<file path="src/rtl/tagc_pkg.sv">
// Shared types for the tag cache front end.
// Assumes: nothing beyond a single clock domain.
package tagc_pkg;
    // Controller phases: idle lookup, asking for a fetch, waiting for the batch, draining waiters
    typedef enum logic [1:0] {
        ST_IDLE  = 2'd0,
        ST_ASK   = 2'd1,
        ST_WAIT  = 2'd2,
        ST_DRAIN = 2'd3
    } tc_state_e;
endpackage

</file>
<file path="src/rtl/tagc_store.sv">
// Tag batch storage: ENTRIES entries, each a valid bit, a set index and WAYS tags
// with per-way valid bits. Combinational lookup, one install or one recency touch per cycle.
// Recency is a permutation of ages 0..ENTRIES-1 (0 = most recent).
// Assumes: ENTRIES >= 2, the controller never installs a set that is already resident,
// and install and touch are never requested in the same cycle.
module tagc_store #(
    parameter int SET_W   = 10,
    parameter int TAG_W   = 12,
    parameter int WAYS    = 8,
    parameter int ENTRIES = 4
) (
    input  logic                    clk,
    input  logic                    rst_n,
    input  logic [SET_W-1:0]        lk_set,
    input  logic [TAG_W-1:0]        lk_tag,
    output logic                    lk_res,
    output logic                    lk_hit,
    output logic [$clog2(WAYS)-1:0] lk_way,
    output logic [$clog2(ENTRIES)-1:0] lk_ent,
    input  logic                    touch_en,
    input  logic [$clog2(ENTRIES)-1:0] touch_ent,
    input  logic                    inst_en,
    input  logic [SET_W-1:0]        inst_set,
    input  logic [WAYS*TAG_W-1:0]   inst_tags,
    input  logic [WAYS-1:0]         inst_vld
);
    localparam int WAY_W = $clog2(WAYS);
    localparam int ENT_W = $clog2(ENTRIES);

    logic [ENTRIES-1:0] ent_v;
    logic [SET_W-1:0]   ent_set [ENTRIES];
    logic [TAG_W-1:0]   ent_tag [ENTRIES][WAYS];
    logic [WAYS-1:0]    ent_wv  [ENTRIES];
    logic [ENT_W-1:0]   age_q   [ENTRIES];
    logic [ENTRIES-1:0] ent_match;
    logic [ENT_W-1:0]   vict;
    logic [ENT_W-1:0]   upd_ent;
    logic               upd_go;

    // Per-entry set comparison
    generate
        for (genvar g = 0; g < ENTRIES; g++) begin : g_match
            assign ent_match[g] = ent_v[g] && (ent_set[g] == lk_set);
        end
    endgenerate

    // Lookup: resident entry, then first valid way whose tag matches
    always_comb begin
        lk_res = 1'b0;
        lk_ent = '0;
        lk_hit = 1'b0;
        lk_way = '0;
        for (int e = 0; e < ENTRIES; e++) begin
            if (ent_match[e]) begin
                lk_res = 1'b1;
                lk_ent = ENT_W'(e);
                for (int w = 0; w < WAYS; w++) begin
                    if (!lk_hit && ent_wv[e][w] && ent_tag[e][w] == lk_tag) begin
                        lk_hit = 1'b1;
                        lk_way = WAY_W'(w);
                    end
                end
            end
        end
    end

    // Victim choice: lowest empty entry, else the oldest one
    always_comb begin
        logic found;
        found = 1'b0;
        vict  = '0;
        for (int e = 0; e < ENTRIES; e++) begin
            if (!found && !ent_v[e]) begin
                found = 1'b1;
                vict  = ENT_W'(e);
            end
        end
        if (!found) begin
            for (int e = 0; e < ENTRIES; e++) begin
                if (age_q[e] == ENT_W'(ENTRIES-1)) vict = ENT_W'(e);
            end
        end
    end

    // Which entry becomes most recent this cycle
    always_comb begin
        upd_go  = inst_en || touch_en;
        upd_ent = inst_en ? vict : touch_ent;
    end

    // Entry contents: written on install only
    always_ff @(posedge clk) begin
        if (!rst_n) begin
            ent_v <= '0;
        end else if (inst_en) begin
            ent_v[vict]   <= 1'b1;
            ent_set[vict] <= inst_set;
            ent_wv[vict]  <= inst_vld;
            for (int w = 0; w < WAYS; w++) begin
                ent_tag[vict][w] <= inst_tags[w*TAG_W +: TAG_W];
            end
        end
    end

    // Recency ages: the updated entry goes to 0, younger ones age by one
    always_ff @(posedge clk) begin
        if (!rst_n) begin
            for (int e = 0; e < ENTRIES; e++) age_q[e] <= ENT_W'(e);
        end else if (upd_go) begin
            for (int e = 0; e < ENTRIES; e++) begin
                if (ENT_W'(e) == upd_ent)          age_q[e] <= '0;
                else if (age_q[e] < age_q[upd_ent]) age_q[e] <= age_q[e] + 1'b1;
            end
        end
    end

    // a set never occupies two entries
    a_r9_unique_set: assert property (@(posedge clk) disable iff (!rst_n)
        $onehot0(ent_match));
    // a touched entry is most recent on the next cycle
    a_r9_touch_recent: assert property (@(posedge clk) disable iff (!rst_n)
        touch_en && !inst_en |=> age_q[$past(touch_ent)] == '0);
endmodule

</file>
<file path="src/rtl/tagc_waitq.sv">
// FIFO of requests waiting on a pending tag batch fetch. Each item is packed
// {section, tag, leading}. Assumes push and pop never coincide and that the
// controller never pushes when full nor pops when empty.
module tagc_waitq #(
    parameter int ITEM_W = 19,
    parameter int DEPTH  = 4
) (
    input  logic              clk,
    input  logic              rst_n,
    input  logic              push,
    input  logic [ITEM_W-1:0] push_data,
    input  logic              pop,
    output logic [ITEM_W-1:0] head,
    output logic              empty,
    output logic              full
);
    localparam int PTR_W = (DEPTH > 1) ? $clog2(DEPTH) : 1;
    localparam int CNT_W = $clog2(DEPTH + 1);

    logic [ITEM_W-1:0] mem [DEPTH];
    logic [PTR_W-1:0]  wr_q, rd_q;
    logic [CNT_W-1:0]  cnt_q;

    assign empty = (cnt_q == '0);
    assign full  = (cnt_q == CNT_W'(DEPTH));
    assign head  = mem[rd_q];

    // Storage write
    always_ff @(posedge clk) begin
        if (push) mem[wr_q] <= push_data;
    end

    // Pointers and occupancy
    always_ff @(posedge clk) begin
        if (!rst_n) begin
            wr_q  <= '0;
            rd_q  <= '0;
            cnt_q <= '0;
        end else begin
            if (push) begin
                wr_q  <= (wr_q == PTR_W'(DEPTH-1)) ? '0 : wr_q + 1'b1;
                cnt_q <= cnt_q + 1'b1;
            end else if (pop) begin
                rd_q  <= (rd_q == PTR_W'(DEPTH-1)) ? '0 : rd_q + 1'b1;
                cnt_q <= cnt_q - 1'b1;
            end
        end
    end

    // never written beyond capacity
    a_r10_no_overflow: assert property (@(posedge clk) disable iff (!rst_n)
        !(push && full));
    // never drained past empty
    a_r6_no_underflow: assert property (@(posedge clk) disable iff (!rst_n)
        !(pop && empty));
endmodule

</file>
<file path="src/rtl/tagc_ctrl.sv">
// Controller: accepts requests, answers resident sets at once, starts one tag
// batch fetch for a non-resident set, parks same-set requests while it is pending,
// installs the batch and drains the parked requests in order.
// Assumes: fetch_rsp_valid arrives only after fetch_req_ready was given.
module tagc_ctrl
    import tagc_pkg::*;
#(
    parameter int SET_W  = 10,
    parameter int SECT_W = 6,
    parameter int TAG_W  = 12,
    parameter int WAY_W  = 3,
    parameter int ENT_W  = 2
) (
    input  logic                        clk,
    input  logic                        rst_n,
    input  logic                        req_valid,
    input  logic [SET_W-1:0]            req_set,
    input  logic [SECT_W-1:0]           req_sect,
    input  logic [TAG_W-1:0]            req_tag,
    output logic                        req_ready,
    output logic [SET_W-1:0]            lk_set,
    output logic [TAG_W-1:0]            lk_tag,
    input  logic                        lk_res,
    input  logic                        lk_hit,
    input  logic [WAY_W-1:0]            lk_way,
    input  logic [ENT_W-1:0]            lk_ent,
    output logic                        touch_en,
    output logic [ENT_W-1:0]            touch_ent,
    output logic                        inst_en,
    output logic [SET_W-1:0]            inst_set,
    output logic                        wq_push,
    output logic [SECT_W+TAG_W:0]       wq_push_data,
    output logic                        wq_pop,
    input  logic [SECT_W+TAG_W:0]       wq_head,
    input  logic                        wq_empty,
    input  logic                        wq_full,
    output logic                        fetch_req_valid,
    output logic [SET_W-1:0]            fetch_req_set,
    input  logic                        fetch_req_ready,
    input  logic                        fetch_rsp_valid,
    output logic                        rsp_valid,
    output logic                        rsp_hit,
    output logic [WAY_W-1:0]            rsp_way,
    output logic                        rsp_lead,
    output logic [SECT_W-1:0]           rsp_sect
);
    tc_state_e         state_q;
    logic [SET_W-1:0]  pend_q;
    logic              in_idle, pending, draining;
    logic              idle_acc, idle_hitpath, idle_miss;
    logic [SECT_W-1:0] head_sect;
    logic [TAG_W-1:0]  head_tag;
    logic              head_lead;

    assign in_idle  = (state_q == ST_IDLE);
    assign pending  = (state_q == ST_ASK) || (state_q == ST_WAIT);
    assign draining = (state_q == ST_DRAIN);
    assign {head_sect, head_tag, head_lead} = wq_head;

    // Ready rule: free in idle, same set with room while pending, closed while draining
    always_comb begin
        if (in_idle)      req_ready = 1'b1;
        else if (pending) req_ready = (req_set == pend_q) && !wq_full;
        else              req_ready = 1'b0;
    end

    // Lookup source: live request, or queue head against the pending set
    always_comb begin
        lk_set = draining ? pend_q   : req_set;
        lk_tag = draining ? head_tag : req_tag;
    end

    // Acceptance decode for the idle phase
    always_comb begin
        idle_acc     = in_idle && req_valid;
        idle_hitpath = idle_acc && lk_res;
        idle_miss    = idle_acc && !lk_res;
    end

    // Queue, recency and install controls
    always_comb begin
        wq_push      = idle_miss || (pending && req_valid && req_ready);
        wq_push_data = {req_sect, req_tag, in_idle};
        wq_pop       = draining && !wq_empty;
        touch_en     = idle_hitpath || (wq_pop && lk_res);
        touch_ent    = lk_ent;
        inst_en      = (state_q == ST_WAIT) && fetch_rsp_valid;
        inst_set     = pend_q;
    end

    assign fetch_req_valid = (state_q == ST_ASK);
    assign fetch_req_set   = pend_q;

    // Phase sequencing and capture of the pending set
    always_ff @(posedge clk) begin
        if (!rst_n) begin
            state_q <= ST_IDLE;
            pend_q  <= '0;
        end else begin
            unique case (state_q)
                ST_IDLE: if (idle_miss) begin
                    state_q <= ST_ASK;
                    pend_q  <= req_set;
                end
                ST_ASK:   if (fetch_req_ready) state_q <= ST_WAIT;
                ST_WAIT:  if (fetch_rsp_valid) state_q <= ST_DRAIN;
                ST_DRAIN: if (wq_empty)        state_q <= ST_IDLE;
                default:  state_q <= ST_IDLE;
            endcase
        end
    end

    // Answer register: one cycle after a resident lookup or a drain pop
    always_ff @(posedge clk) begin
        if (!rst_n) begin
            rsp_valid <= 1'b0;
            rsp_hit   <= 1'b0;
            rsp_way   <= '0;
            rsp_lead  <= 1'b0;
            rsp_sect  <= '0;
        end else begin
            rsp_valid <= idle_hitpath || wq_pop;
            if (idle_hitpath || wq_pop) begin
                rsp_hit  <= lk_hit;
                rsp_way  <= lk_way;
                rsp_lead <= draining ? head_lead : 1'b0;
                rsp_sect <= draining ? head_sect : req_sect;
            end
        end
    end

    // a fetch request is held steady until taken
    a_r5_fetch_hold: assert property (@(posedge clk) disable iff (!rst_n)
        fetch_req_valid && !fetch_req_ready |=> fetch_req_valid && $stable(fetch_req_set));
    // an install is never followed by a fresh fetch for the same drain
    a_r6_no_refetch: assert property (@(posedge clk) disable iff (!rst_n)
        inst_en |=> !fetch_req_valid);
    // other sets are held off while a fetch is outstanding
    a_r7_block_other: assert property (@(posedge clk) disable iff (!rst_n)
        fetch_req_valid && (req_set != fetch_req_set) |-> !req_ready);
    // an idle miss is followed by a fetch request for that set
    a_r4_miss_fetch: assert property (@(posedge clk) disable iff (!rst_n)
        idle_miss |=> fetch_req_valid && fetch_req_set == $past(req_set));
endmodule

</file>
<file path="src/rtl/tagc_classify.sv">
// Top of the tag cache front end: ties the controller, the batch store and
// the wait queue together. Requests answer in order with hit, way and a
// leading/following label. Assumes WQ_DEPTH >= 1, WAYS >= 2, ENTRIES >= 2.
module tagc_classify #(
    parameter int SET_W    = 10,
    parameter int SECT_W   = 6,
    parameter int TAG_W    = 12,
    parameter int WAYS     = 8,
    parameter int ENTRIES  = 4,
    parameter int WQ_DEPTH = 4
) (
    input  logic                    clk,
    input  logic                    rst_n,
    input  logic                    req_valid,
    output logic                    req_ready,
    input  logic [SET_W-1:0]        req_set,
    input  logic [SECT_W-1:0]       req_sect,
    input  logic [TAG_W-1:0]        req_tag,
    output logic                    fetch_req_valid,
    input  logic                    fetch_req_ready,
    output logic [SET_W-1:0]        fetch_req_set,
    input  logic                    fetch_rsp_valid,
    input  logic [WAYS*TAG_W-1:0]   fetch_rsp_tags,
    input  logic [WAYS-1:0]         fetch_rsp_vld,
    output logic                    rsp_valid,
    output logic                    rsp_hit,
    output logic [$clog2(WAYS)-1:0] rsp_way,
    output logic                    rsp_lead,
    output logic [SECT_W-1:0]       rsp_sect
);
    localparam int WAY_W  = $clog2(WAYS);
    localparam int ENT_W  = $clog2(ENTRIES);
    localparam int ITEM_W = SECT_W + TAG_W + 1;

    logic [SET_W-1:0]  lk_set;
    logic [TAG_W-1:0]  lk_tag;
    logic              lk_res, lk_hit;
    logic [WAY_W-1:0]  lk_way;
    logic [ENT_W-1:0]  lk_ent, touch_ent;
    logic              touch_en, inst_en;
    logic [SET_W-1:0]  inst_set;
    logic              wq_push, wq_pop, wq_empty, wq_full;
    logic [ITEM_W-1:0] wq_push_data, wq_head;

    tagc_ctrl #(
        .SET_W(SET_W), .SECT_W(SECT_W), .TAG_W(TAG_W), .WAY_W(WAY_W), .ENT_W(ENT_W)
    ) u_ctrl (
        .clk(clk), .rst_n(rst_n),
        .req_valid(req_valid), .req_set(req_set), .req_sect(req_sect), .req_tag(req_tag),
        .req_ready(req_ready),
        .lk_set(lk_set), .lk_tag(lk_tag), .lk_res(lk_res), .lk_hit(lk_hit),
        .lk_way(lk_way), .lk_ent(lk_ent),
        .touch_en(touch_en), .touch_ent(touch_ent), .inst_en(inst_en), .inst_set(inst_set),
        .wq_push(wq_push), .wq_push_data(wq_push_data), .wq_pop(wq_pop),
        .wq_head(wq_head), .wq_empty(wq_empty), .wq_full(wq_full),
        .fetch_req_valid(fetch_req_valid), .fetch_req_set(fetch_req_set),
        .fetch_req_ready(fetch_req_ready), .fetch_rsp_valid(fetch_rsp_valid),
        .rsp_valid(rsp_valid), .rsp_hit(rsp_hit), .rsp_way(rsp_way),
        .rsp_lead(rsp_lead), .rsp_sect(rsp_sect)
    );

    tagc_store #(
        .SET_W(SET_W), .TAG_W(TAG_W), .WAYS(WAYS), .ENTRIES(ENTRIES)
    ) u_store (
        .clk(clk), .rst_n(rst_n),
        .lk_set(lk_set), .lk_tag(lk_tag), .lk_res(lk_res), .lk_hit(lk_hit),
        .lk_way(lk_way), .lk_ent(lk_ent),
        .touch_en(touch_en), .touch_ent(touch_ent),
        .inst_en(inst_en), .inst_set(inst_set),
        .inst_tags(fetch_rsp_tags), .inst_vld(fetch_rsp_vld)
    );

    tagc_waitq #(
        .ITEM_W(ITEM_W), .DEPTH(WQ_DEPTH)
    ) u_waitq (
        .clk(clk), .rst_n(rst_n),
        .push(wq_push), .push_data(wq_push_data), .pop(wq_pop),
        .head(wq_head), .empty(wq_empty), .full(wq_full)
    );
endmodule

</file>
<file path="config.mk">
export PLATFORM = sky130hd
export DESIGN_NAME = tagc_classify
export DESIGN_NICKNAME = d
export VERILOG_FILES = /design/src/rtl/tagc_pkg.sv /design/src/rtl/tagc_store.sv /design/src/rtl/tagc_waitq.sv /design/src/rtl/tagc_ctrl.sv /design/src/rtl/tagc_classify.sv
export SDC_FILE = /design/constraint.sdc
export NUM_CORES = 1
export LEC_CHECK = 0
export BUFFER_PORTS_ARGS = -buffer_cell sky130_fd_sc_hd__buf_2
export CAP_MARGIN = 20
export CORE_MARGIN = 10
export CORE_UTILIZATION = 45
export CTS_CLUSTER_SIZE = 8
export DETAILED_ROUTE_END_ITERATION = 8
export GPL_ROUTABILITY_DRIVEN = 0
export PLACE_DENSITY = 0.58
export SKIP_LAST_GASP = 1
export SLEW_MARGIN = 30
export SYNTH_ARGS = -nofsm -noshare
export SYNTH_HDL_FRONTEND = slang
export SYNTH_HIERARCHICAL = 1
export SYNTH_SLANG_ARGS = --single-unit
</file>
<file path="constraint.sdc">
create_clock -name clk -period 21.8 [get_ports clk]
set_input_delay 4.36 -clock clk [delete_from_list [all_inputs] [get_ports clk]]
set_output_delay 4.36 -clock clk [all_outputs]
set_load 0.01 [all_outputs]
</file>
==> reports/results.txt <==
WP data arrival: 5.41 ns
Worst-path maximum fanout: 3
Share of layout cells above drive strength 1: 0.189
Warnings, synthesis: 6
Worst Hold End: u_ctrl/rsp_lead
Yosys cell types: 69
Worst reg2reg endpoint: u_store/age_q[3][1]
CP required: 17.44 ns
CTS tree: built
Setup TNS: 0 ns
Initial antenna violation count: 11
HP Start: u_ctrl/rsp_lead
Hold Path Cell Cnt: 2
EDFF count, synth: 540
Post-CTS setup buffers: 0
Status: finished, final reports clean
Rows: 86
Worst setup margin: 12.03 ns
Clk sinks: 577
RSZ-0062 raised after global routing: false
Synth Cell Area: 0.0254 mm2
Min-delay worst type: flop to flop
Clock Tree Root: clkbuf_16
Post-CTS Hold Buffers: 0
Min Tclk post-route: 9.77 ns
HPWL after DPL: 37.4 mm
CP endpoint kind: primary output
Vias: 13500
Die ar.: 0.0663 mm2
Critical Path Source Type: input pin
Primary FF master, synth: edfxtp_1
Total track usage: 0.175
Period utilization: 0.448
ANT nets after route: 0
Clock Latency Late Sink: 0.61 ns
H-tree levels: 3
WL final: 58.3 mm
Final Skew: 0.0238 ns
Vias in the first global route: 13900
Slew headroom: 0.269
DRC: 0
Timing-limited maximum frequency: 102 MHz
Clk slew on worst S/H paths: 0.05 ns
Initial Util: 0.457
Vias/cell: 5.23
Endpoints failing setup: 0
Die Span Y: 257 um
Reg2reg path depth: 17
Worst vdd ir: 0.0616 mV
Width of the die: 257 um
WL per Instance: 22.7 um
Ys async rst share: 0
Placement Setup Slack: 12.06 ns
Clock buffer count from CTS: 82
Hold Vio Cnt, Final: 0
Non-Filler Instances: 2570
Input/output buffers: 160
R2r startpoint: u_ctrl/state_q[0]
Post-Synthesis Cells: 1615
Dpl cells: 2451
MaxCap Viol Count: 0
Pwr/cell area: 97.6 mW/mm2
Sequential element share of the synthesized area: 0.668
Maximum number of pins on one net before global-route repair: 78
Actual slew at the worst max-slew pin: 1.09 ns
WS Path Type: input pin to primary output
Io pins: 161
Slew Limit Fails: 0
Drt initial violations: 878
Area grow syn2layout: 13.4%
Mapped Avg Cell Area: 15.7 um2
Syn nets: 1771
GRT overflow: 0
Area of the core: 0.0555 mm2
DRT Pass-1 Iters: 5
Post-CTS Resized: 0
Post-layout util: 0.518
Max Root-Sink Buffers: 3
Yosys reg bits: 577
Final #Nets: 1943
Leakage: 9.34 nW
First-pass GRT wire length: 88.1 mm
R2r setup slk: 16.86 ns
layer usage:
metal	global-route usage	part of all wire	vias to the layer above
met5	0	0.0016	-
met4	0.0488	0.016	14
met3	0.0443	0.056	92
met2	0.283	0.48	299
met1	0.230	0.44	6773
li1	-	-	6275
critical path: stages:
cell      delay [ns]
buf_2           0.12
xor2_1          0.14
nor4_1          0.41
nand3_1         0.15
nand2b_1        0.10
buf_2           0.13
cell usage in the layout, fill, tap and decap left out, drive strengths merged, types with 7 or more instances in the layout:
master  instances
edfxtp        540
xnor2         373
buf           186
clkbuf        109
nand4          67
nand2          63
xor2           62
nand3          47
nor4           43
dfxtp          37
nor2           32
mux2           23
nor2b          23
mux2i          23
inv            20
mux4           19
ha             18
o21ai          15
a21oi          14
nor3           13
a21boi          9
and2            8
o211a           7
layout make-up:
type | count | area [um2]
diodes | 4 | 10.0
flip-flops and latches | 577 | 17000
inverters | 15 | 56.3
clock buffers | 109 | 2180
clock inverters | 6 | 70.1
fillers | 4722 | 26800
repair buffers | 186 | 1000
multi-input cells | 925 | 7550
well taps | 748 | 936
cells by family (layout without fill, tap and decap cells):
logic type,after synthesis,count (layout),share of synthesized area
other,0,4,0
buffers and inverters,113,316,0.0370
multiplexers,65,65,0.0375
AO/OA/AOI/OAI,87,87,0.0255
AND/OR/NAND/NOR,319,319,0.0697
adder cells (fa/ha/maj),19,19,0.00966
flip-flops,577,577,0.668
XOR/XNOR,435,435,0.153
cell usage after synthesis (7+ instances only):
cell type | instances | share of area
nand3_1 | 47 | 0.0093
buf_2 | 9 | 0.0018
xor2_1 | 62 | 0.021
o21ai_0 | 14 | 0.0028
a21oi_1 | 13 | 0.0026
nor4_1 | 38 | 0.0094
nor3_1 | 11 | 0.0022
dfxtp_1 | 37 | 0.029
buf_6 | 43 | 0.019
mux4_2 | 10 | 0.0089
xnor2_1 | 366 | 0.13
clkbuf_1 | 8 | 0.0012
nand4_1 | 66 | 0.016
o211a_1 | 7 | 0.0028
nor2b_1 | 23 | 0.0057
edfxtp_1 | 540 | 0.64
ha_1 | 18 | 0.0089
mux4_1 | 9 | 0.0093
and2_1 | 8 | 0.0020
nand2_1 | 63 | 0.0093
mux2_2 | 23 | 0.010
mux2i_1 | 23 | 0.0091
nor2_1 | 31 | 0.0046
buf_4 | 35 | 0.010
inv_1 | 15 | 0.0022
worst max path at each step:
| stage | start | to | depth (start not counted) |
|---|---|---|---|
| after floorplan | fetch_rsp_valid | u_store/ent_set[0][0] | 4 |
| after global placement | req_set[6] | req_ready | 6 |
| after detailed placement | req_set[0] | req_ready | 6 |
| after CTS | req_set[0] | req_ready | 6 |
| after global routing | req_set[0] | req_ready | 6 |
| final | req_set[6] | req_ready | 6 |
registers in the layout, summed over array words and instances, names as in the netlist, 3 cells and up, named ones only:
signal,flops
u_store/ent_set,40
u_waitq/mem,76
u_store/ent_wv,32
u_store/age_q,8
u_ctrl/rsp_sect,6
u_ctrl/rsp_way,3
u_ctrl/fetch_req_set,10
u_waitq/cnt_q,3
u_store/ent_v,4
u_store/ent_tag,384
power by group:
part | internal, mW | switching (mW) | leakage, nW | total (mW)
clock network | 0.690 | 0.442 | 1.09 | 1.13
logic | 0.156 | 0.223 | 3.08 | 0.379
registers | 1.27 | 0.0261 | 5.17 | 1.30
total | 2.12 | 0.691 | 9.34 | 2.81
per-stage QoR:
stage	area, um2	power [mW]	hold WS, ns
after floorplan	25400	1.62	0.454
after global placement	26500	1.69	0.467
after detailed placement	26500	1.70	0.472
after CTS	28700	2.84	0.478
after global routing	28800	2.92	0.487
final	28800	2.81	0.471
(Power assumes the default switching activity.)
